--- src/rtl/tod_pkg.sv ---
package tod_pkg;
  localparam int DATA_W     = 8;
  localparam int ADDR_W     = 2;
  localparam int NREG       = 4;
  localparam int NFIELD     = 3;          // tenths, seconds, minutes
  localparam int HOUR_W     = 5;
  localparam int TENTH_SEL  = 0;
  localparam int HOUR_SEL   = 3;
  localparam logic [HOUR_W-1:0] HOUR_RESET = 5'h12;

  // width of the stored BCD field for counter i
  function automatic int field_width(input int i);
    return (i == 0) ? 4 : 7;
  endfunction

  // last BCD value before wrap for counter i
  function automatic logic [7:0] field_max(input int i);
    return (i == 0) ? 8'h09 : 8'h59;
  endfunction

  // two-digit BCD increment
  function automatic logic [7:0] bcd_inc(input logic [7:0] v);
    if (v[3:0] == 4'd9) return {v[7:4] + 4'd1, 4'h0};
    else                return {v[7:4], v[3:0] + 4'd1};
  endfunction

  // 12-hour successor: {flip_pm, next_hour}
  function automatic logic [HOUR_W:0] hour_next(input logic [HOUR_W-1:0] h);
    if (h == 5'h12)      return {1'b0, 5'h01};
    else if (h == 5'h11) return {1'b1, 5'h12};
    else                 return {1'b0, HOUR_W'(bcd_inc(8'(h)))};
  endfunction
endpackage

--- src/rtl/tod_bcd_field.sv ---
module tod_bcd_field #(
  parameter int         W   = 4,
  parameter logic [7:0] MAX = 8'h09
) (
  input  logic         clk,
  input  logic         rst_n,
  input  logic         inc,
  input  logic         load,
  input  logic [W-1:0] load_val,
  output logic [W-1:0] val,
  output logic         carry
);
  import tod_pkg::*;

  logic [W-1:0] nxt;
  logic         at_max;

  assign at_max = (val == MAX[W-1:0]);
  assign carry  = inc && at_max;
  assign nxt    = at_max ? '0 : W'(bcd_inc(8'(val)));

  always_ff @(posedge clk) begin
    if (!rst_n)    val <= '0;
    else if (load) val <= load_val;
    else if (inc)  val <= nxt;
  end

  // a carry out leaves the field at zero
  p_wrap_zero_r3: assert property (@(posedge clk) disable iff (!rst_n)
    carry && !load |=> val == '0);
  // an accepted increment below the limit changes the value
  p_step_moves_r2: assert property (@(posedge clk) disable iff (!rst_n)
    inc && !load && !carry |=> val != $past(val));
  // a load takes the supplied value
  p_load_takes_r8: assert property (@(posedge clk) disable iff (!rst_n)
    load |=> val == $past(load_val));
endmodule

--- src/rtl/tod_hours.sv ---
module tod_hours (
  input  logic                       clk,
  input  logic                       rst_n,
  input  logic                       inc,
  input  logic                       load,
  input  logic [tod_pkg::HOUR_W-1:0] load_hr,
  input  logic                       load_pm,
  output logic [tod_pkg::HOUR_W-1:0] hr,
  output logic                       pm
);
  import tod_pkg::*;

  logic [HOUR_W:0] succ;
  assign succ = hour_next(hr);

  always_ff @(posedge clk) begin
    if (!rst_n) begin
      hr <= HOUR_RESET;
      pm <= 1'b0;
    end else if (load) begin
      hr <= load_hr;
      pm <= load_pm;
    end else if (inc) begin
      hr <= succ[HOUR_W-1:0];
      pm <= pm ^ succ[HOUR_W];
    end
  end

  // eleven to twelve inverts the PM flag
  p_noon_flip_r4: assert property (@(posedge clk) disable iff (!rst_n)
    inc && !load && hr == 5'h11 |=> hr == 5'h12 && pm != $past(pm));
  // twelve to one keeps the PM flag
  p_one_keep_r4: assert property (@(posedge clk) disable iff (!rst_n)
    inc && !load && hr == 5'h12 |=> hr == 5'h01 && $stable(pm));
endmodule

--- src/rtl/tod_snapshot.sv ---
module tod_snapshot (
  input  logic                                          clk,
  input  logic                                          rst_n,
  input  logic                                          capture,
  input  logic                                          release_req,
  input  logic [tod_pkg::NREG-1:0][tod_pkg::DATA_W-1:0] live,
  output logic [tod_pkg::NREG-1:0][tod_pkg::DATA_W-1:0] snap,
  output logic                                          latched
);
  import tod_pkg::*;

  always_ff @(posedge clk) begin
    if (!rst_n) begin
      latched <= 1'b0;
      snap    <= '0;
    end else if (release_req) begin
      latched <= 1'b0;
    end else if (capture && !latched) begin
      latched <= 1'b1;
      snap    <= live;
    end
  end

  // the frozen copy never moves while held
  p_snap_hold_r6: assert property (@(posedge clk) disable iff (!rst_n)
    latched && !release_req |=> $stable(snap) && latched);
  // a capture request freezes the copy at the next edge
  p_capture_r6: assert property (@(posedge clk) disable iff (!rst_n)
    capture && !release_req && !latched |=> latched && snap == $past(live));
  // reading tenths ends the freeze
  p_release_r6: assert property (@(posedge clk) disable iff (!rst_n)
    release_req |=> !latched);
endmodule

--- src/rtl/tod_clock.sv ---
module tod_clock
  import tod_pkg::*;
(
  input  logic              clk,
  input  logic              rst_n,
  input  logic              tick,
  input  logic              wr_en,
  input  logic              rd_en,
  input  logic [ADDR_W-1:0] addr,
  input  logic [DATA_W-1:0] wr_data,
  output logic [DATA_W-1:0] rd_data
);
  logic                           halted;
  logic                           step;       // accepted tick event
  logic [NFIELD:0]                inc_chain;  // carry ripple
  logic [NFIELD-1:0]              carry;
  logic                           hour_load;
  logic                           freeze_req;
  logic                           thaw_req;
  logic                           snap_latched;
  logic [HOUR_W-1:0]              hr;
  logic                           pm;
  logic [NREG-1:0][DATA_W-1:0]    live_word;
  logic [NREG-1:0][DATA_W-1:0]    snap_word;

  assign step         = tick && !halted && !wr_en;
  assign inc_chain[0] = step;
  assign hour_load    = wr_en && addr == ADDR_W'(HOUR_SEL);
  assign freeze_req   = rd_en && addr == ADDR_W'(HOUR_SEL);
  assign thaw_req     = rd_en && addr == ADDR_W'(TENTH_SEL);

  for (genvar i = 0; i < NFIELD; i++) begin : g_field
    localparam int W = field_width(i);
    logic [W-1:0] val;
    tod_bcd_field #(.W(W), .MAX(field_max(i))) u_field (
      .clk      (clk),
      .rst_n    (rst_n),
      .inc      (inc_chain[i]),
      .load     (wr_en && addr == ADDR_W'(i)),
      .load_val (wr_data[W-1:0]),
      .val      (val),
      .carry    (carry[i])
    );
    assign inc_chain[i+1] = carry[i];
    assign live_word[i]   = DATA_W'(val);
  end

  tod_hours u_hours (
    .clk     (clk),
    .rst_n   (rst_n),
    .inc     (inc_chain[NFIELD]),
    .load    (hour_load),
    .load_hr (wr_data[HOUR_W-1:0]),
    .load_pm (wr_data[DATA_W-1]),
    .hr      (hr),
    .pm      (pm)
  );
  assign live_word[HOUR_SEL] = {pm, {(DATA_W-HOUR_W-1){1'b0}}, hr};

  always_ff @(posedge clk) begin
    if (!rst_n)                                   halted <= 1'b0;
    else if (hour_load)                           halted <= 1'b1;
    else if (wr_en && addr == ADDR_W'(TENTH_SEL)) halted <= 1'b0;
  end

  tod_snapshot u_snap (
    .clk         (clk),
    .rst_n       (rst_n),
    .capture     (freeze_req),
    .release_req (thaw_req),
    .live        (live_word),
    .snap        (snap_word),
    .latched     (snap_latched)
  );

  assign rd_data = snap_latched ? snap_word[addr] : live_word[addr];

  // with the clock stopped and no write, the time does not move
  p_halt_freeze_r7: assert property (@(posedge clk) disable iff (!rst_n)
    halted && !wr_en |=> $stable(live_word));
  // a write to a register other than tenths leaves tenths untouched
  p_tick_drop_r9: assert property (@(posedge clk) disable iff (!rst_n)
    wr_en && addr != ADDR_W'(TENTH_SEL) |=> $stable(live_word[TENTH_SEL]));
  // a write to seconds or minutes keeps the run state
  p_mid_write_run_r8: assert property (@(posedge clk) disable iff (!rst_n)
    wr_en && (addr == 2'd1 || addr == 2'd2) |=> $stable(halted));
  // unused bits of every register stay zero
  p_unused_zero_r5: assert property (@(posedge clk) disable iff (!rst_n)
    live_word[0][7:4] == 4'h0 && live_word[1][7] == 1'b0 &&
    live_word[2][7] == 1'b0 && live_word[3][6:5] == 2'b00);
endmodule

--- config.mk ---
export PLATFORM = sky130hd
export DESIGN_NAME = tod_clock
export DESIGN_NICKNAME = d
export VERILOG_FILES = /design/src/rtl/tod_pkg.sv /design/src/rtl/tod_bcd_field.sv /design/src/rtl/tod_hours.sv /design/src/rtl/tod_snapshot.sv /design/src/rtl/tod_clock.sv
export SDC_FILE = /design/constraint.sdc
export NUM_CORES = 1
export LEC_CHECK = 0
export BUFFER_PORTS_ARGS = -buffer_cell sky130_fd_sc_hd__clkbuf_2
export CORE_UTILIZATION = 27
export CTS_CLUSTER_SIZE = 28
export DETAILED_ROUTE_END_ITERATION = 8
export SYNTH_ARGS = -nofsm -noshare
export SYNTH_HDL_FRONTEND = slang
export SYNTH_HIERARCHICAL = 1
export SYNTH_SLANG_ARGS = --single-unit
--- constraint.sdc ---
create_clock -name clk -period 4.41 [get_ports clk]
set_input_delay 0.441 -clock clk [delete_from_list [all_inputs] [get_ports clk]]
set_output_delay 0.441 -clock clk [all_outputs]
set_load 0.005 [all_outputs]
# Word level (Yosys, flattened, before mapping)
# Index checks and enable logic that the tools add are counted.
dict set report op_classes {
  n_mux 25
  add_sub_neg 7
  bitwise 3
  order_cmp 1
  reduce_logical 29
  eq_ne 11
}
# operator n
set ops {}
lappend ops {{$mux 7} 8}
lappend ops {{$bmux 8 s2} 2}
lappend ops {{$mux 8} 3}
lappend ops {{$add 4x1->4 const B} 4}
lappend ops {{$eq 4x4->1 const B} 4}
lappend ops {{$mux 5} 3}
lappend ops {{$eq 7x7->1 const B} 2}
lappend ops {{$logic_and 1x1->1} 12}
lappend ops {{$mux 4} 3}
lappend ops {{$mux 6} 2}
lappend ops {{$eq 5x5->1 const B} 2}
lappend ops {{$reduce_bool 2->1} 5}
lappend ops {{$reduce_and 2->1} 4}
lappend ops {{$add 3x1->3 const B} 2}
lappend ops {{$reduce_bool 3->1} 2}
lappend ops {{$eq 2x2->1 const B} 2}
lappend ops {{$mux 1} 4}
lappend ops {{$reduce_bool 4->1} 1}
lappend ops {{$logic_not 1->1} 3}
lappend ops {{$lt 2x3->1 const B} 1}
lappend ops {{$eq 2x1->1 const B} 1}
lappend ops {{$logic_not 2->1} 1}
lappend ops {{$not 1->1} 2}
lappend ops {{$reduce_or 2->1} 1}
lappend ops {{2 further kinds} 2}
dict set report word_totals {
  out_inout_bits 8
  elab_cells 90
  in_bits 15
  regBits 50
}

# Logic depth before layout (Yosys ltp)
dict set report depth {
  ltp_word 8
  depth_mapped 10
  depth_no_buf 10
}

# Modules after synthesis
# Netlist, hierarchy kept.
# module area_per_inst_um2 seq_area_each_um2 instances cells_each
set modules_own_cells {}
lappend modules_own_cells {tod_snapshot 1350.0 660.6 1 143}
lappend modules_own_cells {{tod_bcd_field (g_field[1].u_field ...)} 437.9 140.1 2 52}
lappend modules_own_cells {tod_clock 580.6 20.0 1 64}
lappend modules_own_cells {tod_hours 361.6 120.1 1 42}
lappend modules_own_cells {{tod_bcd_field (g_field[0].u_field)} 226.5 80.1 1 28}

# Worst setup path before layout
# OpenSTA, ideal clock, no wires.
dict set report synth_timing {
  kind {input-to-reg}
  startpoint {in wr_en}
  endpoint {reg u_hours.pm}
  stages 10
  t_required_ns 4.336
  path_buffers 0
  setup_time_ns 0.074
  arrival_ns 3.254
  path_slack_ns 1.082
  cell_sequence {nor3b_1 nand2_2 nor3_1 nand4b_4 nor2_1 nand4b_4 nor2_1 nand2b_1 or4_1 a31oi_1}
}
dict set report synth_via {
  elab_chain_len 6
  elab_cells_between_ends 8
  cone_classes {mux (1); reduce/logical (7)}
}
# element line
set synth_rtl {}
lappend synth_rtl {{start, declared} tod_clock.sv:7} ;# input logic wr_en,
lappend synth_rtl {{$logic_not 1->1} tod_clock.sv:26} ;# assign step = tick && !halted && !wr_en;
lappend synth_rtl {{$logic_and 1x1->1} tod_clock.sv:26}
lappend synth_rtl {{$logic_and 1x1->1} tod_bcd_field.sv:19} ;# assign carry = inc && at_max;
lappend synth_rtl {{via carry[0]} tod_clock.sv:16} ;# logic [NFIELD-1:0] carry;
lappend synth_rtl {{$logic_and 1x1->1} tod_bcd_field.sv:19}
lappend synth_rtl {{via carry[1]} tod_clock.sv:16}
lappend synth_rtl {{$logic_and 1x1->1} tod_bcd_field.sv:19}
lappend synth_rtl {{via carry[2]} tod_clock.sv:16}
lappend synth_rtl {{$reduce_bool 2->1 (no line)} -}
lappend synth_rtl {{end signal, assigned} tod_hours.sv:22} ;# pm <= load_pm;
lappend synth_rtl {{end signal, assigned} tod_hours.sv:25} ;# pm <= pm ^ succ[HOUR_W];
lappend synth_rtl {{end, declared} tod_hours.sv:9} ;# output logic pm
# The timed path passes the listed nets, and every way through them passes these cells.
# A chain may end at the register's enable or synchronous reset.

# Worst setup path after layout
dict set report layout_timing {
  startpoint {reg halted}
  endpoint {reg u_hours.pm}
}
dict set report layout_via {
  elab_chain_len 7
}
# element line
set layout_rtl {}
lappend layout_rtl {{start, declared} tod_clock.sv:13} ;# logic halted;
lappend layout_rtl {{start signal, assigned} tod_clock.sv:61} ;# if (!rst_n) halted <= 1'b0;
lappend layout_rtl {{start signal, assigned} tod_clock.sv:62} ;# else if (hour_load) halted <= 1'b1;
lappend layout_rtl {{start signal, assigned} tod_clock.sv:63} ;# else if (wr_en && addr == ADDR_W'(TENTH_SEL)) halted <= 1'b0;
lappend layout_rtl {{$logic_not 1->1} tod_clock.sv:26}
lappend layout_rtl {{$logic_and 1x1->1 (2 in series)} tod_clock.sv:26}
lappend layout_rtl {{via step} tod_clock.sv:14} ;# logic step;
lappend layout_rtl {{$logic_and 1x1->1} tod_bcd_field.sv:19}
lappend layout_rtl {{via carry[0]} tod_clock.sv:16}
lappend layout_rtl {{$logic_and 1x1->1} tod_bcd_field.sv:19}
lappend layout_rtl {{via carry[1]} tod_clock.sv:16}
lappend layout_rtl {{$logic_and 1x1->1} tod_bcd_field.sv:19}
lappend layout_rtl {{via carry[2]} tod_clock.sv:16}
lappend layout_rtl {{$reduce_bool 2->1 (no line)} -}
# The timed path passes the listed nets, and every way through them passes these cells.

==> qor.txt <==
Sinks on Clock Net: 58
cell types occupying the most area after synthesis: dfxtp_1 (34%), mux2i_1 (10%), nand2_1 (9.6%)
hold-fix buffer count after cts: 0
netlist area before placement: 3390 um^2
startpoint class of the critical path: flip-flop
number of warnings reported in the yosys synthesis log: 6
worst r2r src: halted$_SDFFE_PN0P_
violation count after the first detailed-route iteration: 156
fmax: 301 MHz
cell chain of the critical path: nor3b_1 -> nand2_2 -> nor3_1 -> buf_4 -> nand4b_4 -> nor2_1 -> nand4b_4 -> nor2_1 -> nand2b_1 -> or4_1 -> a31oi_1
max-slew violation count: 0
share of flip-flops with an asynchronous set or reset: 0%
Min-Delay Startpoint: wr_data[6]
count of maximum capacitance violations: 0
average instance area after synthesis: 8.91 um^2
reported leakage power: 1.50 nW
Final Skew: 0.00540 ns
highest ir drop seen on vdd: 0.181 mV
post-CTS setup repair buffer count: 0
H-tree depth: 3
total number of nets in the final design: 427
Pwr Density: 362 nW/um^2
Int Pwr: 1.08 mW
post-cts resize count: 0
CP required: 4.66 ns
path depth of the worst reg2reg path: 11
final cycle utilization of the critical path: 75.4%
CTS Buffer Depth: 2
overflow left after global routing: 0
arrival time worst endpoint: 3.57 ns
total routed wirelength: 8.08 mm
FP Rows: 40
main flop type after synthesis: dfxtp_1
final hold violation count: 0
count of pins on the block boundary: 23
register-to-register setup slack: 1.08 ns
Vert. Die Dim: 114 um
Setup crit end kind: flip-flop
clock tree root driver cell: clkbuf_16
total area of multi-input combinational cells: 2050 um^2
post-route core utilization: 32.3%
Worst Setup Path Type: reg -> reg
worst stage delay on the critical path: 0.48 ns
minimum period implied by the final worst setup slack: 3.33 ns
final weighted congestion in routability-driven placement: 0.783
number of buffers inserted by port buffering: 22
crit-path max FO: 7
count of distinct cell types in the synthesized netlist: 55
filler instances: 1278
Critical Path Slowest Stage Cell: or4_1
first-pass detailed-route iteration total: 4
sequential fraction of design power: 40.9%
via count of the first global-routing pass: 2595
overall die width: 114 um
clock slew seen by the registers of the worst setup and hold paths: 0.05 ns
overall via count from detail_route: 2802
net switching component of the power: 0.333 mW
clock insertion delay at the later pin of the skew report: 0.32 ns
number of nets with antenna violations after routing: 0
starting density of the core: 28.0%
DP HPWL: 5.58 mm
total clock buffers created by CTS: 9
final antenna diode count: 0
relative slew slack: 26.1%
global-route wire length before repair: 13.4 mm
core region area: 12100 um^2
GRT Resource Usage Total: 13.2%
area delta synth->final: 15.3%
Worst Max-Slew Pin Slew: 1.11 ns
ratio of cells with drive above 1 in the final layout: 14.5%
Hold WC Path Type: in -> reg
average routed wire per standard cell: 14.0 um
FF+latch area: 1160 um^2
overall power after layout: 1.42 mW
pin count of the biggest net entering global routing: 61
result of the run: finished, final reports clean
Total Negative Setup Slacks: 0 ns
combinational cell fraction of total power: 9.4%
proportion of power drawn by the clock network: 49.8%
RSZ-0062 raised after global routing: no
gate count after technology mapping: 381
TritonCTS clock tree: done
floorplan die area: 13000 um^2
fraction of synthesized cell area taken by the top area cell type: 34.2%
Hold Path Depth: 3
hold-critical path endpoint: g_field[2].u_field/val[6]$_SDFFE_PN0P_
antenna violations before repair: 0
setup-violating endpoint count in the final report: 0
portion of the post-synthesis area used by sequential elements: 34.2%
total of flip-flops plus latches after synthesis: 58
largest area contributor in the netlist: dfxtp_1
total DRC errors in the routed layout: 0
capture instance of the worst register-to-register path: u_hours/pm$_SDFFE_PN0P_
number of enable flip-flop cells after synthesis: 0
switch share: 23.5%
Avg Vias per Cell: 4.86
-- synth_stat cells, drive strengths merged (3+ instances only) --
master	number
mux2i	34
o21ai	23
a21oi	23
nand2	88
buf	19
nor2	12
nand3b	7
xor2	4
nand4b	3
dfxtp	58
nor3b	5
ha	8
mux2	7
nand3	6
or3b	6
inv	13
a31oi	11
nor2b	7
mux4	9
a211o	3
-- critical path, delay by kind of cell, from the launching register on --
kind	cells	cell delay (ns)
flip-flops	1	0.32
AND/OR/NAND/NOR	9	2.58
buffers and inverters	1	0.18
AO/OA/AOI/OAI	1	0.16
-- stage by stage --
| stage | hold WS, ns | cells | setup WS [ns] | instance area [um^2] |
|---|---|---|---|---|
| 3_5_place_dp | 0.447 | 561 | 0.867 | 3610 |
| 5_1_grt | 0.426 | 576 | 0.656 | 3910 |
| 3_3_place_gp | 0.439 | 561 | 0.939 | 3610 |
| 2_1_floorplan | 0.430 | 388 | 1.08 | 3420 |
| 6_report | 0.416 | 576 | 1.08 | 3910 |
| 4_1_cts | 0.410 | 576 | 1.08 | 3910 |
-- power groups by stage --
| stage | clock (mW) | combinational (mW) | sequential [mW] |
|---|---|---|---|
| floorplan | 0 | 0.108 | 0.573 |
| global placement | 0 | 0.130 | 0.587 |
| detailed placement | 0 | 0.133 | 0.588 |
| CTS | 0.718 | 0.134 | 0.578 |
| global route | 0.748 | 0.149 | 0.582 |
| finish | 0.705 | 0.133 | 0.579 |
-- area by class of cell --
cell class	count	share of cell area [%]
clock buffers	13	6.91
clock inverters	2	0.895
inverters	15	1.44
multi-input cells	295	52.3
flip-flops and latches	58	29.7
well taps	168	5.37
repair buffers	25	3.39
-- flip-flops by register name (all words and copies together) (netlist names) --
signal               count
g_field.u_field/val     18
u_hours/hr               5
u_snap/latched           1
u_snap/snap             32
u_hours/pm               1
halted                   1
-- kinds of logic (layout without fill, tap and decap cells) --
family	after synthesis	in the layout	share of synthesized area [%]
and+or+nand+nor	147	147	22.3
AOI/OAI and AO/OA	77	77	13.7
DFF	58	58	34.2
muxes	50	50	19.0
buffers and inverters	35	55	6.41
adders and majority gates	8	8	2.95
xor gates and xnor gates	5	5	1.29
other	1	8	0.110
-- placed cells by master (no fill, tap or decap), types with 7 or more instances in the layout --
| cell | instances |
|---|---|
| nor2b_1 | 7 |
| mux2_2 | 7 |
| mux2i_1 | 34 |
| conb_1 | 8 |
| nand2_1 | 87 |
| inv_1 | 12 |
| a21oi_1 | 23 |
| dfxtp_1 | 58 |
| nand3b_1 | 7 |
| clkbuf_2 | 22 |
| ha_1 | 8 |
| a31oi_1 | 11 |
| clkbuf_16 | 9 |
| o21ai_0 | 21 |
| nor2_1 | 12 |
-- how the worst max path moves through the flow --
stage / from / end / slack (ns) / cells after the start
floorplan: wr_en / u_hours/pm$_SDFFE_PN0P_ / 1.08 / 10
global placement: wr_en / u_hours/pm$_SDFFE_PN0P_ / 0.94 / 12
detailed placement: wr_en / u_hours/pm$_SDFFE_PN0P_ / 0.87 / 12
CTS: halted$_SDFFE_PN0P_ / u_hours/pm$_SDFFE_PN0P_ / 1.08 / 11
global route: halted$_SDFFE_PN0P_ / u_hours/pm$_SDFFE_PN0P_ / 0.66 / 11
finish: halted$_SDFFE_PN0P_ / u_hours/pm$_SDFFE_PN0P_ / 1.08 / 11
-- per-layer routing --
metal	track usage, %	wire length (um)
met2	19.4	3560
met4	3.72	60
met3	3.44	346
met5	0	0
met1	18.9	4110
Power figures use the tool's default switching activity.
